<file path="src/rtl/ctl_stat_pkg.sv">
package ctl_stat_pkg;

  localparam logic [1:0] TK_OUT   = 2'd0;
  localparam logic [1:0] TK_IN    = 2'd1;
  localparam logic [1:0] TK_SETUP = 2'd2;

  localparam logic [1:0] HS_NONE  = 2'd0;
  localparam logic [1:0] HS_ACK   = 2'd1;
  localparam logic [1:0] HS_NAK   = 2'd2;
  localparam logic [1:0] HS_STALL = 2'd3;

  localparam logic [1:0] SC_IDLE   = 2'd0;
  localparam logic [1:0] SC_READY  = 2'd1;
  localparam logic [1:0] SC_RX_ERR = 2'd2;

  typedef enum logic {S_IDLE, S_WAIT} seq_st_t;

  // A status-stage data packet is clean only as a zero-length DATA1 with good CRC.
  function automatic logic zlp_good(input logic is_d1, input logic len_zero,
                                    input logic crc_err);
    return is_d1 & len_zero & ~crc_err;
  endfunction

endpackage

</file>
<file path="src/rtl/ctl_tok_filter.sv">
module ctl_tok_filter #(
  parameter int ADDR_W = 7,
  parameter int EP_W   = 4
) (
  input  logic              tok_vld,
  input  logic [1:0]        tok_kind,
  input  logic [ADDR_W-1:0] tok_addr,
  input  logic [EP_W-1:0]   tok_ep,
  input  logic              tok_err,
  input  logic [ADDR_W-1:0] cfg_addr,
  input  logic [EP_W-1:0]   cfg_ep,
  output logic              out_hit,
  output logic              setup_hit
);
  import ctl_stat_pkg::*;

  logic for_us;

  always_comb begin
    for_us    = tok_vld && !tok_err && (tok_addr == cfg_addr) && (tok_ep == cfg_ep);
    out_hit   = for_us && (tok_kind == TK_OUT);
    setup_hit = for_us && (tok_kind == TK_SETUP);
  end

endmodule

</file>
<file path="src/rtl/ctl_eop_flag.sv">
module ctl_eop_flag (
  input  logic clk,
  input  logic rst,
  input  logic set,
  input  logic clr,
  output logic q
);

  always_ff @(posedge clk) begin
    if (rst)      q <= 1'b0;
    else if (set) q <= 1'b1;
    else if (clr) q <= 1'b0;
  end

  p_set_wins_r10: assert property (@(posedge clk) disable iff (rst)
    set |=> q);
  p_clr_r10: assert property (@(posedge clk) disable iff (rst)
    (clr && !set) |=> !q);

endmodule

</file>
<file path="src/rtl/ctl_resp_timer.sv">
module ctl_resp_timer #(
  parameter int TMO_CYC = 16
) (
  input  logic clk,
  input  logic rst,
  input  logic run,
  output logic expire
);
  localparam int CNT_W = $clog2(TMO_CYC + 1);
  localparam logic [CNT_W-1:0] LAST = CNT_W'(TMO_CYC - 1);

  logic [CNT_W-1:0] cnt;

  always_comb expire = run && (cnt == LAST);

  always_ff @(posedge clk) begin
    if (rst || !run || expire) cnt <= '0;
    else                       cnt <= cnt + 1'b1;
  end

  p_cnt_bound_r8: assert property (@(posedge clk) disable iff (rst)
    cnt <= LAST);
  p_expire_wrap_r8: assert property (@(posedge clk) disable iff (rst)
    expire |=> (cnt == '0));

endmodule

</file>
<file path="src/rtl/ctl_status_out_seq.sv">
module ctl_status_out_seq #(
  parameter int ADDR_W  = 7,
  parameter int EP_W    = 4,
  parameter int LEN_W   = 11,
  parameter int TMO_CYC = 16
) (
  input  logic              clk,
  input  logic              rst,
  input  logic [ADDR_W-1:0] cfg_addr,
  input  logic [EP_W-1:0]   cfg_ep,
  input  logic              tok_vld,
  input  logic [1:0]        tok_kind,
  input  logic [ADDR_W-1:0] tok_addr,
  input  logic [EP_W-1:0]   tok_ep,
  input  logic              tok_err,
  input  logic              dat_vld,
  input  logic              dat_is_data1,
  input  logic [LEN_W-1:0]  dat_len,
  input  logic              dat_crc_err,
  input  logic              eop_wr,
  input  logic              stall_req,
  input  logic              stage_en,
  output logic              hs_vld,
  output logic [1:0]        hs_code,
  output logic [1:0]        stat_code,
  output logic              stat_irq
);
  import ctl_stat_pkg::*;

  // Named internal events, visible to the assertions.
  logic    out_hit, setup_hit, eop_q, tmr_expire, stage_done;
  logic    eop_clr, done_set, setup_abort, dat_good;
  seq_st_t st, st_n;
  logic       hs_vld_n, irq_n;
  logic [1:0] hs_n, stat_n;

  ctl_tok_filter #(.ADDR_W(ADDR_W), .EP_W(EP_W)) u_filt (
    .tok_vld(tok_vld), .tok_kind(tok_kind), .tok_addr(tok_addr),
    .tok_ep(tok_ep), .tok_err(tok_err), .cfg_addr(cfg_addr),
    .cfg_ep(cfg_ep), .out_hit(out_hit), .setup_hit(setup_hit));

  ctl_eop_flag u_eop (
    .clk(clk), .rst(rst), .set(eop_wr), .clr(eop_clr), .q(eop_q));

  ctl_resp_timer #(.TMO_CYC(TMO_CYC)) u_tmr (
    .clk(clk), .rst(rst), .run(st == S_WAIT), .expire(tmr_expire));

  always_comb begin
    dat_good    = zlp_good(dat_is_data1, dat_len == '0, dat_crc_err);
    setup_abort = setup_hit && ((st == S_WAIT) || (stage_en && !stage_done));
  end

  always_comb begin
    st_n     = st;
    hs_vld_n = 1'b0;
    hs_n     = HS_NONE;
    stat_n   = stat_code;
    irq_n    = 1'b0;
    eop_clr  = 1'b0;
    done_set = 1'b0;
    if (setup_hit) begin
      st_n    = S_IDLE;
      eop_clr = 1'b1;
      if (setup_abort) stat_n = SC_RX_ERR;
    end else begin
      unique case (st)
        S_IDLE: begin
          if (out_hit && stage_en) begin
            if (stall_req) begin
              hs_vld_n = 1'b1;
              hs_n     = HS_STALL;
              eop_clr  = 1'b1;
            end else if (!eop_q) begin
              hs_vld_n = 1'b1;
              hs_n     = HS_NAK;
            end else begin
              st_n = S_WAIT;
            end
          end
        end
        S_WAIT: begin
          if (dat_vld) begin
            st_n = S_IDLE;
            if (stall_req) begin
              hs_vld_n = 1'b1;
              hs_n     = HS_STALL;
              eop_clr  = 1'b1;
            end else if (dat_good) begin
              hs_vld_n = 1'b1;
              hs_n     = HS_ACK;
              stat_n   = SC_READY;
              irq_n    = 1'b1;
              eop_clr  = 1'b1;
              done_set = 1'b1;
            end
          end else if (tmr_expire) begin
            st_n = S_IDLE;
          end
        end
        default: st_n = S_IDLE;
      endcase
    end
  end

  always_ff @(posedge clk) begin
    if (rst) begin
      st         <= S_IDLE;
      hs_vld     <= 1'b0;
      hs_code    <= HS_NONE;
      stat_code  <= SC_IDLE;
      stat_irq   <= 1'b0;
      stage_done <= 1'b0;
    end else begin
      st        <= st_n;
      hs_vld    <= hs_vld_n;
      hs_code   <= hs_n;
      stat_code <= stat_n;
      stat_irq  <= irq_n;
      if (setup_hit)     stage_done <= 1'b0;
      else if (done_set) stage_done <= 1'b1;
    end
  end

  p_irq_ack_r6: assert property (@(posedge clk) disable iff (rst)
    stat_irq |-> (hs_vld && hs_code == HS_ACK && stat_code == SC_READY));
  p_irq_pulse_r11: assert property (@(posedge clk) disable iff (rst)
    stat_irq |=> !stat_irq);
  p_code_quiet_r11: assert property (@(posedge clk) disable iff (rst)
    !hs_vld |-> (hs_code == HS_NONE));
  p_nak_noflag_r5: assert property (@(posedge clk) disable iff (rst)
    (hs_vld && hs_code == HS_NAK) |-> !$past(eop_q));
  p_wait_needs_flag_r6: assert property (@(posedge clk) disable iff (rst)
    (st == S_WAIT && $past(st) == S_IDLE) |-> $past(eop_q));
  p_rxerr_cause_r9: assert property (@(posedge clk) disable iff (rst)
    (stat_code == SC_RX_ERR && $past(stat_code) != SC_RX_ERR) |-> $past(setup_hit));
  p_timeout_idle_r8: assert property (@(posedge clk) disable iff (rst)
    (tmr_expire && !dat_vld && !setup_hit) |=> (st == S_IDLE && !hs_vld));

endmodule

</file>
<file path="config.mk">
export PLATFORM = sky130hd
export DESIGN_NAME = ctl_status_out_seq
export DESIGN_NICKNAME = d
export VERILOG_FILES = /design/src/rtl/ctl_stat_pkg.sv /design/src/rtl/ctl_tok_filter.sv /design/src/rtl/ctl_eop_flag.sv /design/src/rtl/ctl_resp_timer.sv /design/src/rtl/ctl_status_out_seq.sv
export SDC_FILE = /design/constraint.sdc
export NUM_CORES = 1
export LEC_CHECK = 0
export BUFFER_PORTS_ARGS = -buffer_cell sky130_fd_sc_hd__clkbuf_2
export CAP_MARGIN = 10
export CORE_AREA = 2 2 47 49
export CTS_BUF_LIST = sky130_fd_sc_hd__clkbuf_8
export DETAILED_ROUTE_END_ITERATION = 10
export DIE_AREA = 0 0 49 51
export PLACE_DENSITY = 0.84
export SYNTH_ARGS = -nofsm -noshare
export SYNTH_HDL_FRONTEND = slang
export SYNTH_HIERARCHICAL = 1
export SYNTH_SLANG_ARGS = --single-unit
</file>
<file path="constraint.sdc">
create_clock -name clk -period 2.2 [get_ports clk]
set_clock_uncertainty 0.2 [all_clocks]
set_input_delay 0.11 -clock clk [delete_from_list [all_inputs] [get_ports clk]]
set_output_delay 0.11 -clock clk [all_outputs]
set_load 0.005 [all_outputs]
</file>
# Word-level counts from Yosys, hierarchy flattened
# Cells that the tools add are included.
# word_totals
regBits,14
out_inout_bits,6
word_cells,78
latchBits,0
romBits,0
mem_count,0
ram_bits,0
# op_classes
mux,36
n_eq_ne,6
n_lt_le_gt_ge,0
bitwise,4
n_addsub,1
reduce_logical,23
mul,0
shift,0
div,0
# op_table
operator,n
2-bit 2-to-1 mux,11
1-bit 2-to-1 mux,21
11-bit zero test,1
1-bit logical AND,9
2-bit nonzero test,4
7-bit equality test,1
1-bit one-hot mux with 2 select lines,3
"5-bit by 1-bit adder with 5-bit output, second input constant",1
"5-bit by 4-bit equality test with 1-bit output, second input constant",1
5-bit AND reduction,1
4-bit equality test,1
"2-bit by 1-bit inequality test with 1-bit output, second input constant",2
2-bit one-hot mux with 2 select lines,1
1-bit zero test,3
1-bit logical OR,3
1-bit AND,2
"2-bit equality test, second input constant",1
2-bit zero test,1
1-bit inverter,2
2-bit OR reduction,1

# Longest topological paths before layout
# Gate-level depths: netlist of run 1.
# logic_depth
word_depth,11
ltp_mapped,8

# Hierarchy
# Netlist of run 1, hierarchy kept.
# by_module_without_submodules
mod,cells_each,seq_area_each_um2,area_per_inst_um2,instances
ctl_status_out_seq,44,160.2,432.9,1
ctl_resp_timer,21,100.1,216.5,1
ctl_tok_filter,19,0.0,142.6,1
ctl_eop_flag,4,20.0,38.8,1

# Worst setup path before layout of run 1
# Ideal clock, no wire load.
# synth_timing
path_type,reg2reg
startpoint,register u_tmr.cnt[0]
endpoint,register u_tmr.cnt[2]
setup_time_ns,0.064
n_path_buf,0
arrival_ns,1.359
setup_slack_ns,0.577
period_less_slack_ns,1.623
stages_incl_launch_ff,6
cell_sequence,dfxtp_1 ha_1 and3_1 ha_1 or3b_1 nor2_1
# synth_via
elab_chain_len,3
word_cells_on_any_way,4
classes_between,1 x add/sub; 1 x eq/ne; 2 x reduce/logical
# synth_rtl
element,line_no,rtl
start: declaration,ctl_resp_timer.sv:12,logic [CNT_W-1:0] cnt;
start signal: assignment,ctl_resp_timer.sv:18,else cnt <= cnt + 1'b1;
"parallel branches: the longest is 3 deep, another holds 5-bit by 1-bit adder with 5-bit output",-,
# Several ways; the timed one is not identified.
# A chain may end at the register's enable or synchronous reset.

# Final worst setup path of run 1
# layout_timing
startpoint,register st
endpoint,register u_eop.q
# layout_via
elab_chain_len,4
# layout_rtl
element,line_no,rtl
start: declaration,ctl_status_out_seq.sv:33,"seq_st_t st, st_n;"
start signal: assignment,ctl_status_out_seq.sv:114,st <= st_n;
1-bit inverter,-,
1-bit one-hot mux with 2 select lines *,ctl_status_out_seq.sv:66,unique case (st)
1-bit 2-to-1 mux *,ctl_status_out_seq.sv:61,if (setup_hit) begin
named net eop_clr,ctl_status_out_seq.sv:32,"logic eop_clr, done_set, setup_abort, dat_good;"
2-bit nonzero test (no source line) *,-,
end signal: assignment,ctl_eop_flag.sv:10,if (rst) q <= 1'b0;
end signal: assignment,ctl_eop_flag.sv:11,else if (set) q <= 1'b1;
end signal: assignment,ctl_eop_flag.sv:12,else if (clr) q <= 1'b0;
end: declaration,ctl_eop_flag.sv:6,output logic q
# The timed path passes the listed nets; every way through them passes the cells marked *.

==> run summary, run 1 <==
status - finished clean
number of synthesized flops with an enable pin - 0
share of power burned in the clock network - 41.4%
layout overhead on the synthesized area - 46.8%
Critical R2R Launch - st$_SDFF_PP0_
Ant. Diodes - 0
die width - 49 µm
clk slew on worst S/H paths - 0.06 ns
core area - 2060 µm²
CTS max path bufs - 2
Final Hold Fails - 0
VDD IR-drop max - 0.000293 V
via count - 838
Avg Cell Area, Syn - 9.44 µm²
die area - 2500 µm²
gr ovfl total - 0
# fillers - 195
Synth area leaders - dfxtp_1 (34%), xnor2_1 (13%), nor2_1 (3.6%)
Tot Pwr - 601 µW
Critical Path RT - 2.13 ns
largest net degree at the start of global routing - 11
post-CTS setup buffer count - 0
cell area power density - 492 nW/µm²
HP Class - input port to flop
most frequent cells in the layout - clkbuf_2 (50), dfxtp_1 (13), xnor2_1 (12), nor2_1 (8), inv_1 (7)
RSZ-0062 raised after global routing - false
initial antenna violation count - 0
CTS tree - done
Multi-input gate area - 522 µm²
number of global-route vias before repair - 907
# setup viols final - 0
syn_nets - 135
initial core utilization - 40.3%
post-synth top area share - 33.7%
clk_lat worst skew - 0.24 ns
PnR worst setup slack - 0.201 ns
Critical Path Start Type - flop
WL per Instance - 11.6 µm
Power Internal - 468 µW
Nets - 194
Crit. End Element - flop
Antenna Violating Nets Remaining - 0
Final TNS setup - 0 ns
number of detailed-route iterations in the first pass - 4
Yosys cell types - 36
Total Wirelength - 2020 µm
Setup CP Type - flop to flop
Synth Cell Area - 831 µm²
Worst Path Arrival - 1.93 ns
Slew HR - 68.6%
Slew Viols, Final - 0
Synth Instances - 88
global-route wire length before repair - 3580 µm
commonest non-fill, non-tap cell in the layout - clkbuf_2
NetSw - 132 µW
clock root buffer - clkbuf_8
share of layout cells above drive strength 1 - 45.9%
sequential area share after synthesis - 33.7%
Yosys warnings - 6
flops & latches, synth - 14
post-route minimum period - 2.00 ns
DRC viols - 0
routability cong. - 0.752
Async SR Flop Fraction - 0%
max-capacitance violation count - 0
Max Clk Rate - 0.500 GHz
Buffers on Ports - 50
Hold Path End - stat_code[0]$_SDFFE_PP0P_
hold path cells - 4
# IOs - 51
combinational share of power - 15.9%
part of the power in registers - 42.6%
register area - 282 µm²
R2R depth - 6
reg2reg setup slack - 0.20 ns
Tcrit/Tclk final - 90.9%
TritonCTS Buffers - 3
LEAKAGE - 0.554 nW
Worst Hold Launch - dat_len[6]
Die Y - 51 µm
leading area contributor after synthesis - dfxtp_1
DP Worst Slack - 0.478 ns
worst-path fanout max - 10
Initial DRC Count - 13
Via density - 4.82
Post-DP HPWL - 1650 µm
top_reg_cell synth - dfxtp_1
final cell utilization of the core - 59.1%
Worst Tran Pin Value - 0.467 ns
Rows - 17
Num Clock Sinks - 14
H-tree Lvls - 1
R2R Path End - u_eop/q$_SDFFE_PP0P_
switching share of total power - 22.0%
GRT Total Usage - 18.2%
layout make-up:
cell class                 count  area share, %
sequential                    14           23.1
multi-input combinational     66           42.8
inverter                       7           2.15
tap                           28           2.87
clock buffer                   4           4.51
timing repair buffer          55           24.6
worst max-delay path, stage by stage (launching register included):
cell           delay, ns
dfxtp_2             0.40
and4bb_1            0.28
nand4_1             0.15
nand3b_1            0.13
nand2b_1            0.14
a21oi_2             0.06
dlygate4sd3_1       0.54
layer usage:
metal | up-vias | GRT usage, % | wire (µm)
met5 | - | 0 | 0
met4 | 0 | 9.05 | 12
met3 | 2 | 2.92 | 81
met2 | 21 | 36.1 | 1110
met1 | 383 | 18.4 | 818
li1 | 432 | - | -
worst max-delay path by stage:
stage | to | cells past startpoint | slack (ns) | startpoint
after floorplan | u_tmr/cnt[2]$_SDFF_PP0_ | 5 | 0.58 | u_tmr/cnt[0]$_SDFF_PP0_
after global placement | u_eop/q$_SDFFE_PP0P_ | 9 | 0.50 | cfg_addr[2]
after detailed placement | u_tmr/cnt[2]$_SDFF_PP0_ | 5 | 0.48 | u_tmr/cnt[0]$_SDFF_PP0_
after CTS | u_eop/q$_SDFFE_PP0P_ | 6 | 0.1 | st$_SDFF_PP0_
after global routing | u_eop/q$_SDFFE_PP0P_ | 6 | 0.05 | st$_SDFF_PP0_
final | u_eop/q$_SDFFE_PP0P_ | 6 | 0.20 | st$_SDFF_PP0_
flip-flops by register name, indices dropped and copies added, names as in the netlist:
| signal | cells |
|---|---|
| stat_irq | 1 |
| st | 1 |
| stat_code | 2 |
| u_tmr/cnt | 5 |
| hs_code | 2 |
| u_eop/q | 1 |
| stage_done | 1 |
| hs_vld | 1 |
cell usage after synthesis, types with 2 or more instances:
cell type,number
a21oi_1,3
and3_1,2
dfxtp_1,14
ha_1,2
inv_1,7
nand3_1,4
nand3b_1,3
nand4_1,3
nor2_1,8
nor2b_1,2
nor3_1,2
nor4_1,2
nor4_2,2
xnor2_1,12
repair_timing:
item                                   4_1_cts  5_1_grt
endpoints found under the hold margin        3        0
setup endpoints to repair                    0        1
resized for setup                            0        3
hold buffers                                 5        0
logic make-up (layout without fill, tap and decap cells):
group | count (synthesis) | in the layout | synth area share [%]
and+or+nand+nor | 41 | 41 | 36.9
DFF | 14 | 14 | 33.7
xor gates and xnor gates | 12 | 12 | 12.7
AOI/OAI and AO/OA | 10 | 10 | 8.73
buffers and inverters | 8 | 66 | 3.61
adders and majority gates | 2 | 2 | 3.01
muxes | 1 | 1 | 1.36
through the flow:
stage / cells / hold WS [ns] / cell area [µm²]
3_5_place_dp: 165 / 0.137 / 1110
3_3_place_gp: 165 / 0.143 / 1110
2_1_floorplan: 88 / -0.0276 / 831
5_1_grt: 174 / 0.0656 / 1220
4_1_cts: 174 / 0.0470 / 1220
6_report: 174 / 0.0464 / 1220
power by group through the flow:
stage	Combinational (mW)	Sequential [mW]	Clock, mW
6_report	0.0957	0.256	0.249
3_5_place_dp	0.0898	0.261	0
2_1_floorplan	0.0347	0.261	0
5_1_grt	0.106	0.256	0.267
4_1_cts	0.0960	0.256	0.251
3_3_place_gp	0.0857	0.261	0
Note: power is estimated with default switching activity, not from simulation.
==> inputs of run 2 (changes only) <==
--- a/config.mk
+++ b/config.mk
@@ -11,7 +11,7 @@
 export CTS_BUF_LIST = sky130_fd_sc_hd__clkbuf_8
 export DETAILED_ROUTE_END_ITERATION = 10
 export DIE_AREA = 0 0 49 51
-export PLACE_DENSITY = 0.84
+export PLACE_DENSITY = 0.9
 export SYNTH_ARGS = -nofsm -noshare
 export SYNTH_HDL_FRONTEND = slang
 export SYNTH_HIERARCHICAL = 1
==> run 2 against run 1 <==
- global-route usage about the same
- hold slack got worse by 0.0027 ns
- cell count increased by 0.57%
- utilization increased by 0.91 points
- sequential cell count unchanged
- sequential power about the same
- worst setup slack got worse by 0.12 ns
- final area increased by 1.5%
- critical path depth increased by 4
- clock-buffer cell count unchanged
- sequential share of layout area decreased by 0.35 points
- maximum frequency decreased by 5.8%
- critical path type is now input port to flop
- critical endpoint unchanged
- highest routed layer unchanged
==> run summary, run 2 (synthesis results as in run 1) <==
status - finished clean (unchanged)
clk slew on worst S/H paths - 0.06 ns (about the same)
Slew HR - 77.6% (was 68.6%)
Nets - 195 (was 194)
Critical Path Start Type - input port (was flop)
WL per Instance - 12.0 µm (was 11.6 µm)
post-route minimum period - 2.12 ns (was 2.00 ns)
CTS max path bufs - 2 (unchanged)
Crit. End Element - flop (unchanged)
Setup CP Type - input port to flop (was flop to flop)
Worst Path Arrival - 2.06 ns (was 1.93 ns)
Final Hold Fails - 0 (unchanged)
worst-path fanout max - 3 (was 10)
Critical Path RT - 2.13 ns (about the same)
Total Wirelength - 2100 µm (was 2020 µm)
die area - 2500 µm² (unchanged)
LEAKAGE - 0.559 nW (was 0.554 nW)
Num Clock Sinks - 14 (unchanged)
Die Y - 51 µm (unchanged)
Post-DP HPWL - 1660 µm (was 1650 µm)
via count - 851 (was 838)
commonest non-fill, non-tap cell in the layout - clkbuf_2 (unchanged)
HP Class - input port to flop (unchanged)
DRC viols - 0 (unchanged)
H-tree Lvls - 1 (unchanged)
number of global-route vias before repair - 856 (was 907)
CTS tree - done (unchanged)
Tcrit/Tclk final - 96.5% (was 90.9%)
gr ovfl total - 0 (unchanged)
TritonCTS Buffers - 3 (unchanged)
# IOs - 51 (unchanged)
Initial DRC Count - 10 (was 13)
number of detailed-route iterations in the first pass - 4 (unchanged)
cell area after placement - 1110 µm² (unchanged)
most frequent cells in the layout - clkbuf_2 (50), dfxtp_1 (13), xnor2_1 (12), nor2_1 (8), inv_1 (7) (unchanged)
share of layout cells above drive strength 1 - 46.9% (was 45.9%)
routability cong. - 0.737 (was 0.752)
Largest regs - u_tmr/cnt x5, hs_code x2, stat_code x2 (unchanged)
Rows - 17 (unchanged)
layout overhead on the synthesized area - 49.1% (was 46.8%)
# fillers - 184 (was 195)
VDD IR-drop max - 0.000363 V (was 0.000293 V)
global-route wire length before repair - 3480 µm (was 3580 µm)
Max Clk Rate - 0.471 GHz (was 0.500 GHz)
Worst Tran Pin Value - 0.333 ns (was 0.467 ns)
GRT Total Usage - 18.2% (about the same)
Via density - 4.86 (was 4.82)
core area - 2060 µm² (unchanged)
clk_lat worst skew - 0.24 ns (about the same)
Finished Cell Area - 1240 µm² (was 1220 µm²)
Largest register FFs - 5 (unchanged)
Ant. Diodes - 0 (unchanged)
Final TNS setup - 0 ns (unchanged)
initial core utilization - 40.3% (unchanged)
Most flops, register - u_tmr/cnt (unchanged)
cell area power density - 486 nW/µm² (was 492 nW/µm²)
# setup viols final - 0 (unchanged)
Slew Viols, Final - 0 (unchanged)
max-capacitance violation count - 0 (unchanged)
Buffers on Ports - 50 (unchanged)
Antenna Violating Nets Remaining - 0 (unchanged)
clock root buffer - clkbuf_8 (unchanged)
initial antenna violation count - 0 (unchanged)
die width - 49 µm (unchanged)
largest net degree at the start of global routing - 11 (unchanged)
## run 2: what timing repair did
action / 4_1_cts / 5_1_grt
endpoints found under the setup margin: 0 / 1
hold endpoints to repair: 3 / 0
resized for setup: 0 / 3
hold buffers: 5 / 0
setup buffers: 0 / 1
## run 2: power by group
part	switching (mW)	leakage, nW	internal, mW
clock network	0.0892	0.0288	0.158
registers	0.000970	0.114	0.255
logic	0.0422	0.417	0.0563
## run 2: per-layer routing
| layer | vias to the layer above | track usage [%] | part of all wire (%) |
|---|---|---|---|
| met5 | - | 0 | 0 |
| met4 | 0 | 9.52 | 2.2 |
| met3 | 6 | 5.26 | 5.1 |
| met2 | 32 | 33.1 | 51 |
| met1 | 381 | 19.2 | 41 |
| li1 | 432 | - | - |
## run 2: critical path, cell delays in order
cell           delay [ns]
clkbuf_2             0.08
xnor2_1              0.16
nand4_1              0.17
nor4_2               0.29
and3b_1              0.26
o21ai_0              0.13
nand3b_1             0.11
nand2b_1             0.13
a21oi_2              0.06
dlygate4sd3_1        0.54
## run 2: worst paths after layout
| check | start | to | slack, ns | depth (start not counted) |
|---|---|---|---|---|
| hold / removal | dat_len[6] | stat_code[0]$_SDFFE_PP0P_ | 0.04 | 4 |
| setup / recovery | cfg_addr[1] | u_eop/q$_SDFFE_PP0P_ | 0.08 | 10 |
| setup reg to reg | st$_SDFF_PP0_ | u_eop/q$_SDFFE_PP0P_ | 0.09 | 6 |
| hold reg to reg | stage_done$_SDFFE_PP0P_ | stage_done$_SDFFE_PP0P_ | 0.26 | 2 |
## run 2: area by class of cell
class | instances | area, µm² | share of cell area [%]
Clock buffer | 4 | 55.1 | 4.44
Inverter | 7 | 26.3 | 2.12
Sequential cell | 14 | 282 | 22.7
Multi-Input combinational cell | 66 | 533 | 43.0
Timing Repair Buffer | 56 | 308 | 24.8
Tap cell | 28 | 35.0 | 2.83
## run 2: stage by stage
| stage | setup slack [ns] | total power, mW | util, % | cells | hold slack [ns] |
|---|---|---|---|---|---|
| after global routing | -0.0506 | 0.628 | 60.0 | 175 | 0.0640 |
| after CTS | 0.0343 | 0.604 | 59.0 | 174 | 0.0513 |
| after floorplan | 0.577 | 0.296 | - | 88 | -0.0276 |
| after global placement | 0.515 | 0.347 | 53.9 | 165 | 0.145 |
| after detailed placement | 0.463 | 0.351 | 53.9 | 165 | 0.140 |
| final | 0.0768 | 0.602 | 60.0 | 175 | 0.0437 |
==> inputs of run 3 (changes only) <==
--- a/config.mk
+++ b/config.mk
@@ -12,6 +12,7 @@
 export DETAILED_ROUTE_END_ITERATION = 10
 export DIE_AREA = 0 0 49 51
 export PLACE_DENSITY = 0.9
+export RECOVER_POWER = 25
 export SYNTH_ARGS = -nofsm -noshare
 export SYNTH_HDL_FRONTEND = slang
 export SYNTH_HIERARCHICAL = 1
==> run 3 against run 2 <==
- utilization decreased by 0.061 points
- first-iteration DRC count unchanged
- worst setup slack about the same
- sequential power about the same
- clock-buffer cell count unchanged
- wire length about the same
- critical path type unchanged
- highest routed layer unchanged
==> run summary, run 3 (synthesis results as in run 1) <==
status - finished clean (unchanged)
largest net degree at the start of global routing - 11 (unchanged)
Worst Path Arrival - 2.06 ns (about the same)
slowest stage cell, crit path - dlygate4sd3_1 (unchanged)
Ant. Diodes - 0 (unchanged)
Worst Hold Launch - dat_len[6] (unchanged)
most frequent cells in the layout - clkbuf_2 (49), dfxtp_1 (13), xnor2_1 (12), nor2_1 (8), inv_1 (7) (was clkbuf_2 (50), dfxtp_1 (13), xnor2_1 (12), nor2_1 (8), inv_1 (7))
LEAKAGE - 0.556 nW (was 0.559 nW)
Num Clock Sinks - 14 (unchanged)
commonest non-fill, non-tap cell in the layout - clkbuf_2 (unchanged)
# fillers - 185 (was 184)
Most flops, register - u_tmr/cnt (unchanged)
clk slew on worst S/H paths - 0.06 ns (about the same)
Final Hold Fails - 0 (unchanged)
cell area after placement - 1110 µm² (unchanged)
Critical Path Start Type - input port (unchanged)
# setup viols final - 0 (unchanged)
register area - 282 µm² (unchanged)
initial antenna violation count - 0 (unchanged)
DRC viols - 0 (unchanged)
GRT Total Usage - 18.2% (unchanged)
HP Class - input port to flop (unchanged)
Tcrit/Tclk final - 96.5% (about the same)
Crit. End Element - flop (unchanged)
CTS max path bufs - 2 (unchanged)
Nets - 195 (unchanged)
Critical Path, Cell by Cell - clkbuf_2 > xnor2_1 > nand4_1 > nor4_2 > and3b_1 > o21ai_0 > nand3b_1 > nand2b_1 > a21oi_2 > dlygate4sd3_1 (unchanged)
Finished Cell Area - 1240 µm² (about the same)
Critical R2R Launch - st$_SDFF_PP0_ (unchanged)
initial core utilization - 40.3% (unchanged)
Initial DRC Count - 10 (unchanged)
Via density - 4.86 (unchanged)
clock root buffer - clkbuf_8 (unchanged)
Largest register FFs - 5 (unchanged)
Post-DP HPWL - 1660 µm (unchanged)
# IOs - 51 (unchanged)
Slew HR - 77.6% (unchanged)
Buffers on Ports - 50 (unchanged)
share of layout cells above drive strength 1 - 46.3% (was 46.9%)
WL per Instance - 12.0 µm (about the same)
VDD IR-drop max - 0.000363 V (about the same)
H-tree Lvls - 1 (unchanged)
gr ovfl total - 0 (unchanged)
post-route minimum period - 2.12 ns (about the same)
Antenna Violating Nets Remaining - 0 (unchanged)
die width - 49 µm (unchanged)
max-capacitance violation count - 0 (unchanged)
worst-path fanout max - 3 (unchanged)
cell area power density - 486 nW/µm² (about the same)
TritonCTS Buffers - 3 (unchanged)
via count - 851 (unchanged)
die area - 2500 µm² (unchanged)
Total Wirelength - 2100 µm (about the same)
final cell utilization of the core - 60.0% (about the same)
Worst Tran Pin Value - 0.333 ns (unchanged)
Tot Pwr - 602 µW (about the same)
worst setup path startpoint - cfg_addr[1] (unchanged)
number of global-route vias before repair - 856 (unchanged)
number of detailed-route iterations in the first pass - 4 (unchanged)
layout overhead on the synthesized area - 48.9% (was 49.1%)
Critical Path RT - 2.13 ns (about the same)
clk_lat worst skew - 0.24 ns (about the same)
Die Y - 51 µm (unchanged)
core area - 2060 µm² (unchanged)
Largest regs - u_tmr/cnt x5, hs_code x2, stat_code x2 (unchanged)
CTS tree - done (unchanged)
crit-path max cell delay - 0.54 ns (about the same)
routability cong. - 0.737 (unchanged)
Setup CP Type - input port to flop (unchanged)
Slew Viols, Final - 0 (unchanged)
Multi-input gate area - 533 µm² (unchanged)
global-route wire length before repair - 3480 µm (unchanged)
Max Clk Rate - 0.471 GHz (about the same)
Rows - 17 (unchanged)
-- run 3: cell types whose count changed in the layout (fill, tap and decap cells not counted) --
cell | previous run | this run
clkbuf_1 | 0 | 1
clkbuf_2 | 50 | 49
-- run 3: final timing paths --
check,end,slack [ns],cells past startpoint
min,stat_code[0]$_SDFFE_PP0P_,0.04,4
max,u_eop/q$_SDFFE_PP0P_,0.08,10
max reg2reg,u_eop/q$_SDFFE_PP0P_,0.09,6
min reg2reg,stage_done$_SDFFE_PP0P_,0.26,2
-- run 3: power breakdown --
part | switching (mW) | internal, mW | total [mW]
sequential | 0.000970 | 0.255 | 0.256
clock | 0.0892 | 0.158 | 0.248
combinational | 0.0422 | 0.0563 | 0.0985
total | 0.132 | 0.470 | 0.602
-- run 3: what timing repair did --
item | 4_1_cts | 5_1_grt
setup buffers | 0 | 1
resized for setup | 0 | 3
hold buffers | 5 | 0
endpoints found under the hold margin | 3 | 0
setup endpoints to repair | 0 | 1
-- run 3: layout make-up --
| class | instances | area share, % |
|---|---|---|
| tap | 28 | 2.83 |
| inverter | 7 | 2.12 |
| sequential | 14 | 22.8 |
| clock buffer | 4 | 4.45 |
| multi-input combinational | 66 | 43.1 |
| timing repair buffer | 56 | 24.8 |
-- run 3: metal layers --
metal,wire [µm],global-route usage (%)
met5,0,0
met4,46,9.52
met3,107,5.26
met2,1080,33.1
met1,864,19.2
-- run 3: worst max-delay path, delay by kind of cell --
family / cells / cell delay (ns)
xor gates and xnor gates: 1 / 0.16
buffers and inverters: 2 / 0.62
AOI/OAI and AO/OA: 2 / 0.19
and+or+nand+nor: 5 / 0.96
-- run 3: per-stage QoR --
| step | setup TNS (ns) | hold slack [ns] | cells | setup slack, ns |
|---|---|---|---|---|
| 2_1_floorplan | 0 | -0.0276 | 88 | 0.577 |
| 3_3_place_gp | 0 | 0.145 | 165 | 0.515 |
| 3_5_place_dp | 0 | 0.140 | 165 | 0.463 |
| 4_1_cts | 0 | 0.0513 | 174 | 0.0343 |
| 5_1_grt | -0.0506 | 0.0640 | 175 | -0.0506 |
| 6_report | 0 | 0.0437 | 175 | 0.0768 |
